===== src/rtl/btd_pkg.sv =====
package btd_pkg;
  localparam int ADDR_W = 32;
  localparam int TAG_W  = 4;
  localparam int LOC_W  = 16;
  localparam int REG_SEL_BIT = 15;
  localparam int BUF_SEL_BIT = 14;

  typedef enum logic [1:0] {
    K_READ  = 2'd0,
    K_WRITE = 2'd1,
    K_FAST  = 2'd2,
    K_RSVD  = 2'd3
  } kind_e;

  typedef struct packed {
    kind_e             kind;
    logic [ADDR_W-1:0] addr;
    logic [TAG_W-1:0]  tag;
  } cmd_t;
endpackage


===== src/rtl/btd_fifo.sv =====
module btd_fifo #(
  parameter int W     = 8,
  parameter int DEPTH = 8,
  localparam int AW   = $clog2(DEPTH),
  localparam int CW   = $clog2(DEPTH + 1)
) (
  input  logic          clk,
  input  logic          rst_n,
  input  logic          push,
  input  logic [W-1:0]  wdata,
  input  logic          pop,
  output logic [W-1:0]  rdata,
  output logic [CW-1:0] count,
  output logic          full,
  output logic          empty
);
  logic [W-1:0]  mem [DEPTH];
  logic [AW-1:0] wp_q, rp_q, wp_d, rp_d;
  logic [CW-1:0] cnt_q, cnt_d;
  logic          do_push, do_pop;

  assign full  = (cnt_q == CW'(DEPTH));
  assign empty = (cnt_q == '0);
  assign count = cnt_q;
  assign rdata = mem[rp_q];

  always_comb begin
    do_push = push && !full;
    do_pop  = pop && !empty;
    wp_d    = do_push ? wp_q + 1'b1 : wp_q;
    rp_d    = do_pop  ? rp_q + 1'b1 : rp_q;
    cnt_d   = cnt_q + CW'(do_push) - CW'(do_pop);
  end

  always_ff @(posedge clk or negedge rst_n) begin
    if (!rst_n) begin
      wp_q  <= '0;
      rp_q  <= '0;
      cnt_q <= '0;
    end else begin
      wp_q  <= wp_d;
      rp_q  <= rp_d;
      cnt_q <= cnt_d;
    end
  end

  always_ff @(posedge clk) begin
    if (do_push) mem[wp_q] <= wdata;
  end

  assert_no_overflow_R2: assert property (@(posedge clk) disable iff (!rst_n)
    push |-> !full);
  assert_no_underflow_R4: assert property (@(posedge clk) disable iff (!rst_n)
    pop |-> !empty);
endmodule


===== src/rtl/btd_rd_eng.sv =====
module btd_rd_eng
  import btd_pkg::*;
#(
  parameter int DW = 32
) (
  input  logic             clk,
  input  logic             rst_n,
  input  logic             q_empty,
  input  cmd_t             q_head,
  output logic             q_pop,
  output logic [LOC_W-1:0] rd_addr,
  input  logic [DW-1:0]    rd_data,
  input  logic             push_gnt,
  output logic             push_req,
  output logic             push_valid,
  output logic [DW-1:0]    push_data,
  output logic [TAG_W-1:0] push_tag
);
  logic             busy_q, busy_d;
  logic [DW-1:0]    data_q, data_d;
  logic [TAG_W-1:0] tag_q, tag_d;
  logic             unused_rd;

  assign unused_rd = ^{q_head.kind, q_head.addr[ADDR_W-1:LOC_W]};
  assign rd_addr   = q_head.addr[LOC_W-1:0];

  always_comb begin
    busy_d = busy_q;
    data_d = data_q;
    tag_d  = tag_q;
    q_pop  = 1'b0;
    if (!busy_q && !q_empty) begin
      q_pop  = 1'b1;
      busy_d = 1'b1;
      data_d = rd_data;
      tag_d  = q_head.tag;
    end else if (busy_q && push_gnt) begin
      busy_d = 1'b0;
    end
  end

  always_ff @(posedge clk or negedge rst_n) begin
    if (!rst_n) begin
      busy_q <= 1'b0;
      data_q <= '0;
      tag_q  <= '0;
    end else begin
      busy_q <= busy_d;
      data_q <= data_d;
      tag_q  <= tag_d;
    end
  end

  assign push_req   = busy_q;
  assign push_valid = busy_q && push_gnt;
  assign push_data  = data_q;
  assign push_tag   = tag_q;

  assert_push_hold_R5: assert property (@(posedge clk) disable iff (!rst_n)
    (push_req && !push_gnt) |=> (push_req && $stable(push_data) && $stable(push_tag)));
  assert_push_ends_R5: assert property (@(posedge clk) disable iff (!rst_n)
    push_valid |=> !push_req || $past(q_pop) == 1'b0);
endmodule


===== src/rtl/btd_wr_eng.sv =====
module btd_wr_eng
  import btd_pkg::*;
#(
  parameter int DW = 32
) (
  input  logic             clk,
  input  logic             rst_n,
  input  logic             q_empty,
  input  cmd_t             q_head,
  output logic             q_pop,
  input  logic             pull_gnt,
  input  logic [DW-1:0]    pull_data,
  output logic             pull_req,
  output logic [TAG_W-1:0] pull_tag,
  output logic             we,
  output logic [LOC_W-1:0] waddr,
  output logic [DW-1:0]    wdata
);
  typedef enum logic [1:0] {W_IDLE, W_PULL, W_COMMIT} wst_e;
  localparam int FD_W = ADDR_W - LOC_W;

  wst_e             st_q, st_d;
  logic [LOC_W-1:0] addr_q, addr_d;
  logic [TAG_W-1:0] tag_q, tag_d;
  logic [DW-1:0]    data_q, data_d;
  logic             fast_now;

  assign fast_now = !q_empty && (st_q == W_IDLE) && (q_head.kind == K_FAST);

  always_comb begin
    st_d   = st_q;
    addr_d = addr_q;
    tag_d  = tag_q;
    data_d = data_q;
    q_pop  = 1'b0;
    case (st_q)
      W_IDLE: if (!q_empty) begin
        q_pop = 1'b1;
        if (q_head.kind != K_FAST) begin
          st_d   = W_PULL;
          addr_d = q_head.addr[LOC_W-1:0];
          tag_d  = q_head.tag;
        end
      end
      W_PULL: if (pull_gnt) begin
        data_d = pull_data;
        st_d   = W_COMMIT;
      end
      default: st_d = W_IDLE;
    endcase
  end

  always_ff @(posedge clk or negedge rst_n) begin
    if (!rst_n) begin
      st_q   <= W_IDLE;
      addr_q <= '0;
      tag_q  <= '0;
      data_q <= '0;
    end else begin
      st_q   <= st_d;
      addr_q <= addr_d;
      tag_q  <= tag_d;
      data_q <= data_d;
    end
  end

  assign pull_req = (st_q == W_PULL);
  assign pull_tag = tag_q;
  assign we       = fast_now || (st_q == W_COMMIT);
  assign waddr    = fast_now ? q_head.addr[LOC_W-1:0] : addr_q;
  assign wdata    = fast_now ? DW'(q_head.addr[ADDR_W-1:LOC_W]) : data_q;

  assert_pull_hold_R6: assert property (@(posedge clk) disable iff (!rst_n)
    (pull_req && !pull_gnt) |=> (pull_req && $stable(pull_tag)));
  assert_pull_commit_R6: assert property (@(posedge clk) disable iff (!rst_n)
    (pull_req && pull_gnt) |=> (we && wdata == $past(pull_data)));
  assert_fast_no_pull_R7: assert property (@(posedge clk) disable iff (!rst_n)
    fast_now |=> !pull_req);
  if (FD_W > DW) begin : g_bad_width
    initial $error("fast-write data field wider than data path");
  end
endmodule


===== src/rtl/bus_target_dispatch.sv =====
module bus_target_dispatch
  import btd_pkg::*;
#(
  parameter int          TID_W       = 4,
  parameter logic [3:0]  TARGET_ID   = 4'h5,
  parameter int          DW          = 32,
  parameter int          INLET_DEPTH = 8,
  parameter int          NF_LEVEL    = 6,
  parameter int          RQ_DEPTH    = 4,
  parameter int          WQ_DEPTH    = 4,
  parameter int          RBUF_DEPTH  = 16,
  parameter int          TBUF_DEPTH  = 16,
  parameter int          NCSR        = 4,
  localparam int         RB_IW       = $clog2(RBUF_DEPTH),
  localparam int         TB_IW       = $clog2(TBUF_DEPTH),
  localparam int         CS_IW       = $clog2(NCSR),
  localparam int         IN_CW       = $clog2(INLET_DEPTH + 1),
  localparam int         RQ_CW       = $clog2(RQ_DEPTH + 1),
  localparam int         WQ_CW       = $clog2(WQ_DEPTH + 1)
) (
  input  logic                 clk,
  input  logic                 rst_n,
  input  logic                 cmd0_valid,
  input  logic [TID_W-1:0]     cmd0_tid,
  input  logic [1:0]           cmd0_kind,
  input  logic [ADDR_W-1:0]    cmd0_addr,
  input  logic [TAG_W-1:0]     cmd0_tag,
  output logic                 cmd0_ack,
  input  logic                 cmd1_valid,
  input  logic [TID_W-1:0]     cmd1_tid,
  input  logic [1:0]           cmd1_kind,
  input  logic [ADDR_W-1:0]    cmd1_addr,
  input  logic [TAG_W-1:0]     cmd1_tag,
  output logic                 cmd1_ack,
  output logic                 nearly_full,
  output logic                 push_req,
  input  logic                 push_gnt,
  output logic                 push_valid,
  output logic [DW-1:0]        push_data,
  output logic [TAG_W-1:0]     push_tag,
  output logic                 pull_req,
  input  logic                 pull_gnt,
  output logic [TAG_W-1:0]     pull_tag,
  input  logic [DW-1:0]        pull_data,
  input  logic                 rbuf_we,
  input  logic [RB_IW-1:0]     rbuf_waddr,
  input  logic [DW-1:0]        rbuf_wdata,
  input  logic [TB_IW-1:0]     tbuf_raddr,
  output logic [DW-1:0]        tbuf_rdata,
  output logic [NCSR*DW-1:0]   csr_out
);
  // reset: asynchronous assertion, synchronous release
  logic [1:0] rs_q;
  logic       srst_n;
  always_ff @(posedge clk or negedge rst_n) begin
    if (!rst_n) rs_q <= 2'b00;
    else        rs_q <= {rs_q[0], 1'b1};
  end
  assign srst_n = rs_q[1];

  // target match and fixed-priority acceptance
  logic m0, m1, in_push, in_pop, in_full, in_empty;
  logic [IN_CW-1:0] in_count;
  cmd_t c0, c1, in_wdata, in_head;

  assign c0 = '{kind: kind_e'(cmd0_kind), addr: cmd0_addr, tag: cmd0_tag};
  assign c1 = '{kind: kind_e'(cmd1_kind), addr: cmd1_addr, tag: cmd1_tag};
  assign m0 = cmd0_valid && (cmd0_tid == TARGET_ID) && (c0.kind != K_RSVD);
  assign m1 = cmd1_valid && (cmd1_tid == TARGET_ID) && (c1.kind != K_RSVD);
  assign nearly_full = (in_count >= IN_CW'(NF_LEVEL));
  assign cmd0_ack = m0 && !nearly_full;
  assign cmd1_ack = m1 && !m0 && !nearly_full;
  assign in_push  = cmd0_ack || cmd1_ack;
  assign in_wdata = cmd0_ack ? c0 : c1;

  btd_fifo #(.W($bits(cmd_t)), .DEPTH(INLET_DEPTH)) u_inlet (
    .clk(clk), .rst_n(srst_n), .push(in_push), .wdata(in_wdata), .pop(in_pop),
    .rdata(in_head), .count(in_count), .full(in_full), .empty(in_empty));

  // in-order sort into read and write queues
  logic rq_push, wq_push, rq_pop, wq_pop, rq_full, wq_full, rq_empty, wq_empty;
  logic [RQ_CW-1:0] rq_count;
  logic [WQ_CW-1:0] wq_count;
  cmd_t rq_head, wq_head;

  assign rq_push = !in_empty && (in_head.kind == K_READ) && !rq_full;
  assign wq_push = !in_empty && (in_head.kind != K_READ) && !wq_full;
  assign in_pop  = rq_push || wq_push;

  btd_fifo #(.W($bits(cmd_t)), .DEPTH(RQ_DEPTH)) u_rq (
    .clk(clk), .rst_n(srst_n), .push(rq_push), .wdata(in_head), .pop(rq_pop),
    .rdata(rq_head), .count(rq_count), .full(rq_full), .empty(rq_empty));
  btd_fifo #(.W($bits(cmd_t)), .DEPTH(WQ_DEPTH)) u_wq (
    .clk(clk), .rst_n(srst_n), .push(wq_push), .wdata(in_head), .pop(wq_pop),
    .rdata(wq_head), .count(wq_count), .full(wq_full), .empty(wq_empty));

  // engines
  logic [LOC_W-1:0] rd_addr, waddr;
  logic [DW-1:0]    rd_data, wdata;
  logic             we;

  btd_rd_eng #(.DW(DW)) u_rd (
    .clk(clk), .rst_n(srst_n), .q_empty(rq_empty), .q_head(rq_head), .q_pop(rq_pop),
    .rd_addr(rd_addr), .rd_data(rd_data), .push_gnt(push_gnt), .push_req(push_req),
    .push_valid(push_valid), .push_data(push_data), .push_tag(push_tag));
  btd_wr_eng #(.DW(DW)) u_wr (
    .clk(clk), .rst_n(srst_n), .q_empty(wq_empty), .q_head(wq_head), .q_pop(wq_pop),
    .pull_gnt(pull_gnt), .pull_data(pull_data), .pull_req(pull_req), .pull_tag(pull_tag),
    .we(we), .waddr(waddr), .wdata(wdata));

  // storage and address decode
  logic [DW-1:0] rbuf [RBUF_DEPTH];
  logic [DW-1:0] tbuf [TBUF_DEPTH];
  logic [DW-1:0] csr  [NCSR];
  logic          csr_we, tbuf_we;
  logic          unused_top;

  assign unused_top = ^{rd_addr, waddr, in_full, rq_count, wq_count};
  assign csr_we  = we && waddr[REG_SEL_BIT];
  assign tbuf_we = we && !waddr[REG_SEL_BIT] && waddr[BUF_SEL_BIT];

  always_comb begin
    if (rd_addr[REG_SEL_BIT])      rd_data = csr[rd_addr[CS_IW-1:0]];
    else if (rd_addr[BUF_SEL_BIT]) rd_data = rbuf[rd_addr[RB_IW-1:0]];
    else                           rd_data = '0;
  end

  always_ff @(posedge clk or negedge srst_n) begin
    if (!srst_n) begin
      for (int i = 0; i < NCSR; i++) csr[i] <= '0;
    end else if (csr_we) begin
      csr[waddr[CS_IW-1:0]] <= wdata;
    end
  end

  always_ff @(posedge clk) begin
    if (tbuf_we) tbuf[waddr[TB_IW-1:0]] <= wdata;
    if (rbuf_we) rbuf[rbuf_waddr] <= rbuf_wdata;
  end

  assign tbuf_rdata = tbuf[tbuf_raddr];
  for (genvar g = 0; g < NCSR; g++) begin : g_csr_out
    assign csr_out[g*DW +: DW] = csr[g];
  end

  assert_one_accept_R3: assert property (@(posedge clk) disable iff (!srst_n)
    $onehot0({cmd0_ack, cmd1_ack}));
  assert_inlet_bound_R2: assert property (@(posedge clk) disable iff (!srst_n)
    in_count <= IN_CW'(NF_LEVEL));
  assert_sorted_read_R4: assert property (@(posedge clk) disable iff (!srst_n)
    rq_pop |-> rq_head.kind == K_READ);
  assert_sorted_write_R4: assert property (@(posedge clk) disable iff (!srst_n)
    wq_pop |-> wq_head.kind != K_READ);
endmodule


===== config.mk =====
export PLATFORM = sky130hd
export DESIGN_NAME = bus_target_dispatch
export DESIGN_NICKNAME = d
export VERILOG_FILES = /design/src/rtl/btd_pkg.sv /design/src/rtl/btd_fifo.sv /design/src/rtl/btd_rd_eng.sv /design/src/rtl/btd_wr_eng.sv /design/src/rtl/bus_target_dispatch.sv
export SDC_FILE = /design/constraint.sdc
export NUM_CORES = 2
export LEC_CHECK = 0
export BUFFER_PORTS_ARGS = -buffer_cell sky130_fd_sc_hd__buf_4
export CAP_MARGIN = 20
export CORE_MARGIN = 2
export CORE_UTILIZATION = 35
export CTS_BUF_LIST = sky130_fd_sc_hd__clkbuf_4
export DETAILED_ROUTE_END_ITERATION = 12
export PLACE_DENSITY_LB_ADDON = 0.2
export SLEW_MARGIN = 10
export SYNTH_ARGS = -nofsm -noshare
export SYNTH_HDL_FRONTEND = slang
export SYNTH_SLANG_ARGS = --single-unit

===== constraint.sdc =====
create_clock -name clk -period 7.7 [get_ports clk]
set_input_delay 1.155 -clock clk [delete_from_list [all_inputs] [get_ports clk]]
set_output_delay 1.155 -clock clk [all_outputs]
set_load 0.1 [all_outputs]

; ---- Yosys cells after proc, flatten, opt, wreduce, memory -nomap -nowiden
; Memories as Yosys holds them, arrays and structs flattened.
; Cells that the tools add are included.
[word_totals]
word_cells = 137
out_inout_bits = 206
ff_bits = 245
ram_bits = 1632
n_memories = 5
[memory_table]
columns = memory, words, word_bits, rd, rd_clocked_by_memory_dff, write_ports, line
row1 = rbuf, 16, 32, 1, 0, 1, bus_target_dispatch.sv:112  ; logic [DW-1:0] rbuf [RBUF_DEPTH];
row2 = tbuf, 16, 32, 1, 0, 1, bus_target_dispatch.sv:113  ; logic [DW-1:0] tbuf [TBUF_DEPTH];
row3 = u_inlet.mem, 8, 38, 1, 0, 1, btd_fifo.sv:17  ; logic [W-1:0] mem [DEPTH];
row4 = u_rq.mem, 4, 38, 1, 0, 1, btd_fifo.sv:17
row5 = u_wq.mem, 4, 38, 1, 0, 1, btd_fifo.sv:17
[op_classes]
order_cmp = 4
n_addsub = 12
reduce_logical = 48
n_mux = 30
eq_ne = 14
bitwise = 3
[ops]
columns = operator, count
row1 = 32-bit 2-to-1 mux, 6
row2 = 128-bit bitwise mux, 1
row3 = 32-bit binary-select mux with 2-bit select, 1
row4 = 32-bit demux with 2-bit select, 1
row5 = 38-bit 2-to-1 mux, 1
row6 = 1-bit logical AND, 25
row7 = 16-bit 2-to-1 mux, 1
row8 = 1-bit 2-to-1 mux, 15
row9 = 1-bit logical NOT, 10
row10 = 2-bit inequality test (second input constant), 5
row11 = 2-bit by 1-bit adder with 2-bit output (second input constant), 4
row12 = 4-bit by 3-bit equality test with 1-bit output (second input constant), 2
row13 = 3-bit by 1-bit adder with 3-bit output, 2
row14 = 3-bit by 1-bit adder with 3-bit output (second input constant), 2
row15 = 3-bit equality test (second input constant), 2
row16 = 3-bit >= comparator (second input constant), 2
row17 = 3-bit logical NOT, 2
row18 = 2-bit 2-to-1 mux, 3
row19 = 2-bit inverter with 3-bit output, 2
row20 = 3-bit AND reduction, 2
row21 = 3-bit by 1-bit subtractor with 3-bit output, 2
row22 = 4-bit by 1-bit adder with 4-bit output, 1
row23 = 2-bit equality test (second input constant), 2
row24 = 4-bit equality test (second input constant), 1
row25 = 12 further kinds, 16

; ---- Longest topological paths before layout
[depth]
depth_word = 11
ltp_mapped = 14
depth_no_buf = 12

; ---- Cells and area by module
; From an unflattened synthesis, not the netlist that was laid out.
[unflattened]
cells_unflattened = 3339
area_unflattened_um2 = 73849.6
[by_module_without_submodules]
columns = module, instances, seq_area_each_um2, cells_per_inst, area_each_um2
row1 = bus_target_dispatch, 1, 34002.6, 2091, 45369.8
row2 = btd_fifo at u_inlet, 1, 9379.0, 497, 12122.9
row3 = btd_fifo at u_rq ..., 2, 4739.5, 240, 6003.3
row4 = btd_wr_eng, 1, 1351.3, 175, 2721.4
row5 = btd_rd_eng, 1, 925.9, 96, 1629.1

; ---- Worst setup path after synthesis
; OpenSTA, ideal clock, no wires.
[synth_timing]
path_kind = input port to flip-flop
startpoint = input port cmd1_tid[1]
endpoint = memory u_inlet.mem[6][0] (netlist bit), enable pin
arrival_time_ns = 4.488
path_stages = 5
slack_ns = 2.758
path_cell_list = nor4bb_1 nand3_1 a221oi_1 nand2_1 nor3b_1
[synth_via]
elab_chain_cells = 9
[synth_lines]
columns = item, line
row1 = start: declaration, bus_target_dispatch.sv:30  ; input logic [TID_W-1:0] cmd1_tid,
row2 = 4-bit by 3-bit equality test with 1-bit output, bus_target_dispatch.sv:69  ; assign m1 = cmd1_valid && (cmd1_tid == TARGET_ID) && (c1.kind != K_RSVD);
row3 = 1-bit logical AND (2 in series), bus_target_dispatch.sv:69
row4 = 1-bit logical AND (2 in series), bus_target_dispatch.sv:72  ; assign cmd1_ack = m1 && !m0 && !nearly_full;
row5 = 1-bit logical OR, bus_target_dispatch.sv:73  ; assign in_push = cmd0_ack || cmd1_ack;
row6 = 1-bit logical AND, btd_fifo.sv:28  ; do_push = push && !full;
row7 = via u_inlet.do_push, btd_fifo.sv:20  ; logic do_push, do_pop;
row8 = 1-bit 2-to-1 mux, btd_fifo.sv:48  ; if (do_push) mem[wp_q] <= wdata;
row9 = 1-bit 2-to-1 mux (implied by the code), btd_fifo.sv:48
row10 = end: declaration, btd_fifo.sv:17
; The timed path passes the listed nets, and every way through them passes these cells.

; ---- Worst setup path after layout
[layout_timing]
startpoint = register u_inlet.cnt_q[3], in the netlist u_inlet.count[3]
endpoint = output port cmd0_ack
[layout_via]
elab_chain_cells = 3
[layout_lines]
columns = item, line
row1 = start: declaration, btd_fifo.sv:19  ; logic [CW-1:0] cnt_q, cnt_d;
row2 = start signal: assignment, btd_fifo.sv:43  ; cnt_q <= cnt_d;
row3 = 4-bit by 3-bit >= comparator with 1-bit output, bus_target_dispatch.sv:70  ; assign nearly_full = (in_count >= IN_CW'(NF_LEVEL));
row4 = 1-bit logical NOT, bus_target_dispatch.sv:71  ; assign cmd0_ack = m0 && !nearly_full;
row5 = 1-bit logical AND, bus_target_dispatch.sv:71
row6 = end: declaration, bus_target_dispatch.sv:28  ; output logic cmd0_ack,
; No other way between the ends.

==> flow_summary.toml <==
[clock_tree]
clk_latency_ps = 1300
tritoncts = "built"
cts_root_buf = "clkbuf_4"
clock-sinks = 1635
clk_path_buf_depth = 4
ctsResizeCount = 0
clkTransAtPathRegs_ps = 60
numCtsBuffers = 442
h-tree-depth = 5

[logic_synthesis]
postSynthAreaPerCell_um2 = 19.8
synth_top_cell_by_area = "edfxtp_1"
yosysUniqueCellTypes = 49
synthMuxAreaShare_pct = 18.8
yosysSeqAreaShare_pct = 74.8
netlist_instances = 3232
synth_top_family_by_area = "multiplexers"
synth_warnings = 0
synth-adder-area-share_pct = 0.504
synth_xor_area_share_pct = 0.219
yosys_register_bits = 1635
yosys.area_share.simple_pct = 2.73
syn_area_um2 = 64100
synth_flop_cell = "edfxtp_1"
synth_area_leaders = "edfxtp_1, mux4_2, dfrtp_1"
synth.most_common_cell = "edfxtp_1"
synth_edf_count = 1400
yosys.area.top_type_share_pct = 65.6
syn_nets = 3419
synth_compound_area_share_pct = 1.63
ys_async_sr_fraction_pct = 14.4
synthTopCellsByCount = "edfxtp_1, mux2i_1, mux4_2"

[global_routing]
grt_pass1_vias = 35800
grt_pass1_wl_mm = 250
antenna_found_initial = 12
use_met2_pct = 30.8
grtUsageMet3_pct = 4.14
grt_busiest_layer = "met2"
grt_max_degree = 141
grt_overflow = 0
globalRouteMet1Util_pct = 23.8
track_usage_pct = 18.8

[setup_path]
cpMostUsedCell = "nand2_1"
crit_chain = "inv_1, ha_1, nand2_1, nand2_1, or2_2, clkinv_1, buf_4"
crit_arrival_ps = 4060
r2r_slack_ps = 2860
reg2reg_from = "u_wq.count[1]"
crit_path_end_kind = "output pin"
required_ps = 6550
criticalPathCategory = "reg -> out"
worstRegToRegCells = 7
crit_slowest_cell = "clkinv_1"
crit_buf_inv = 3
r2r-end = "tbuf[6][11]"
crit_family = "buffers and inverters"
cp_max_fo = 29
crit_path_start_kind = "flop"
max_stage_delay_ps = 870

[drt]
detail-route-antenna-nets = 0
first_pass_iters = 7
routed_wl_mm = 177
drc = 0
dr.first_iter.drc_count = 2492
via_count = 34100
viasPerCell = 5.07
routedWlPerCell_um = 26.3

[finish]
nFillCells = 16400
multi_input_comb_area_um2 = 15700
drive_above_1_share_pct = 39.1
nets = 4197
register_area_um2 = 47900
area_growth_syn_to_layout_pct = 19.2

[timing]
rsz0062_at_grt = "false"
finClkSkew_ps = 120
tightest_slew_ps = 1110
setup_viol = 0
finalHoldViolations = 0
slew_viol_final = 0
finalSetupTns_ps = 0
setup_ws_ps = 2480
min_period_over_period_pct = 67.8
slew_headroom_pct = 25.6
max_freq_mhz = 192
min_period_ps = 5220

[pwr]
power_density_nw_per_um2 = 422
ir_worst_vdd_uv = 373
leakagePower_nw = 27.6

[die]
core_area_um2 = 182000
start_util_pct = 35.1
die-area_um2 = 186000
num_rows = 157
die_w_um = 432
ios = 369
die_y_um = 432

[placement]
preCtsSetupSlack_ps = 2610
hpwl_mm = 99.6
place_congestion = 0.729
numPortBuffers = 348

[run]
cap_violations = 0

[worst_hold_path]
hold_path.class = "reg -> async"

[outcome]
outcome = "complete, no violations"
[cell usage in the layout, fill, tap and decap left out, types with 7 or more instances in the layout]
master,n
xnor2_1,12
clkbuf_4,707
buf_4,433
nor2b_4,12
a31oi_1,7
ha_1,21
nor3b_1,8
dlygate4sd3_1,59
mux2_1,35
nor2_1,7
dfrtp_1,231
inv_1,29
mux2i_1,320
mux4_2,281
nor2b_1,16
edfxtp_1,1400
buf_12,7
nor2_4,16
o22ai_1,32
a221o_1,31
mux2_2,183
clkinv_1,51
and2_1,9
nand2_1,230
a21oi_1,67
nor4_1,31
[sequential cells by signal (all words and copies together), names as in the netlist, 3 cells and up]
register	flops
rbuf	512
tbuf	512
u_inlet.mem	224
csr_out	128
u_wq.mem	112
u_rq.mem	40
u_rd.push_data	32
u_wr.data_q	32
u_wr.addr_q	6
u_inlet.count	4
u_rd.push_tag	4
u_wr.pull_tag	4
u_inlet.rp_q	3
u_inlet.wp_q	3
u_rq.count	3
u_wq.count	3
[worst max path at each step]
stage,slack [ps],from,endpoint,depth (start not counted)
finish,2480,u_inlet.count[3],cmd0_ack,7
global route,1920,u_inlet.count[3],cmd0_ack,7
floorplan,670,rs_q[1],csr_out[0],0
global placement,2610,tbuf_raddr[0],tbuf_rdata[8],5
detailed placement,2610,tbuf_raddr[0],tbuf_rdata[15],5
CTS,2100,u_inlet.count[3],cmd0_ack,7
[cell families (layout without fill, tap and decap cells)]
kind of cell,count (synthesis),count (layout)
compound gates,155,155
fa+ha+maj,24,24
buf+inv,199,1302
xor+xnor,16,16
flops,1635,1635
other cells,1,7
mux,824,824
simple gates,378,378
[layout make-up]
cell class	instances	share of cell area (%)
inverter	31	0.152
antenna	6	0.0197
sequential	1635	62.8
clock buffer	707	6.95
tap	2385	3.91
timing repair buffer	502	5.28
clock inverter	62	0.423
multi-input combinational	1398	20.5
[stage by stage]
step / power, W / std cells / instance area, um^2 / hold slack [ps] / util (%)
CTS: 0.0327 / 6717 / 76300 / 6.38 / 41.8
global placement: 0.0247 / 5889 / 70100 / 306 / 38.4
finish: 0.0322 / 6726 / 76400 / 216 / 41.9
global route: 0.0337 / 6725 / 76400 / 50.7 / 41.9
floorplan: 0.0207 / 3232 / 64100 / 331 / -
detailed placement: 0.0249 / 5889 / 70100 / 317 / 38.4
[metal layers]
metal | vias to the layer above | wire length [um]
met2 | 1095 | 87300
met5 | - | 26
li1 | 14800 | -
met3 | 301 | 9480
met4 | 4 | 6660
met1 | 17900 | 73500
[repair_timing]
action,CTS,global route
setup buffers,0,0
endpoints found under the hold margin,268,0
hold buffers,59,0
[power breakdown]
group	switching [W]	internal, W
clock	0.00349	0.00421
sequential	0.000778	0.0117
combinational	0.00847	0.00362
total	0.0127	0.0195
Note: power is estimated with default switching activity, not from simulation.
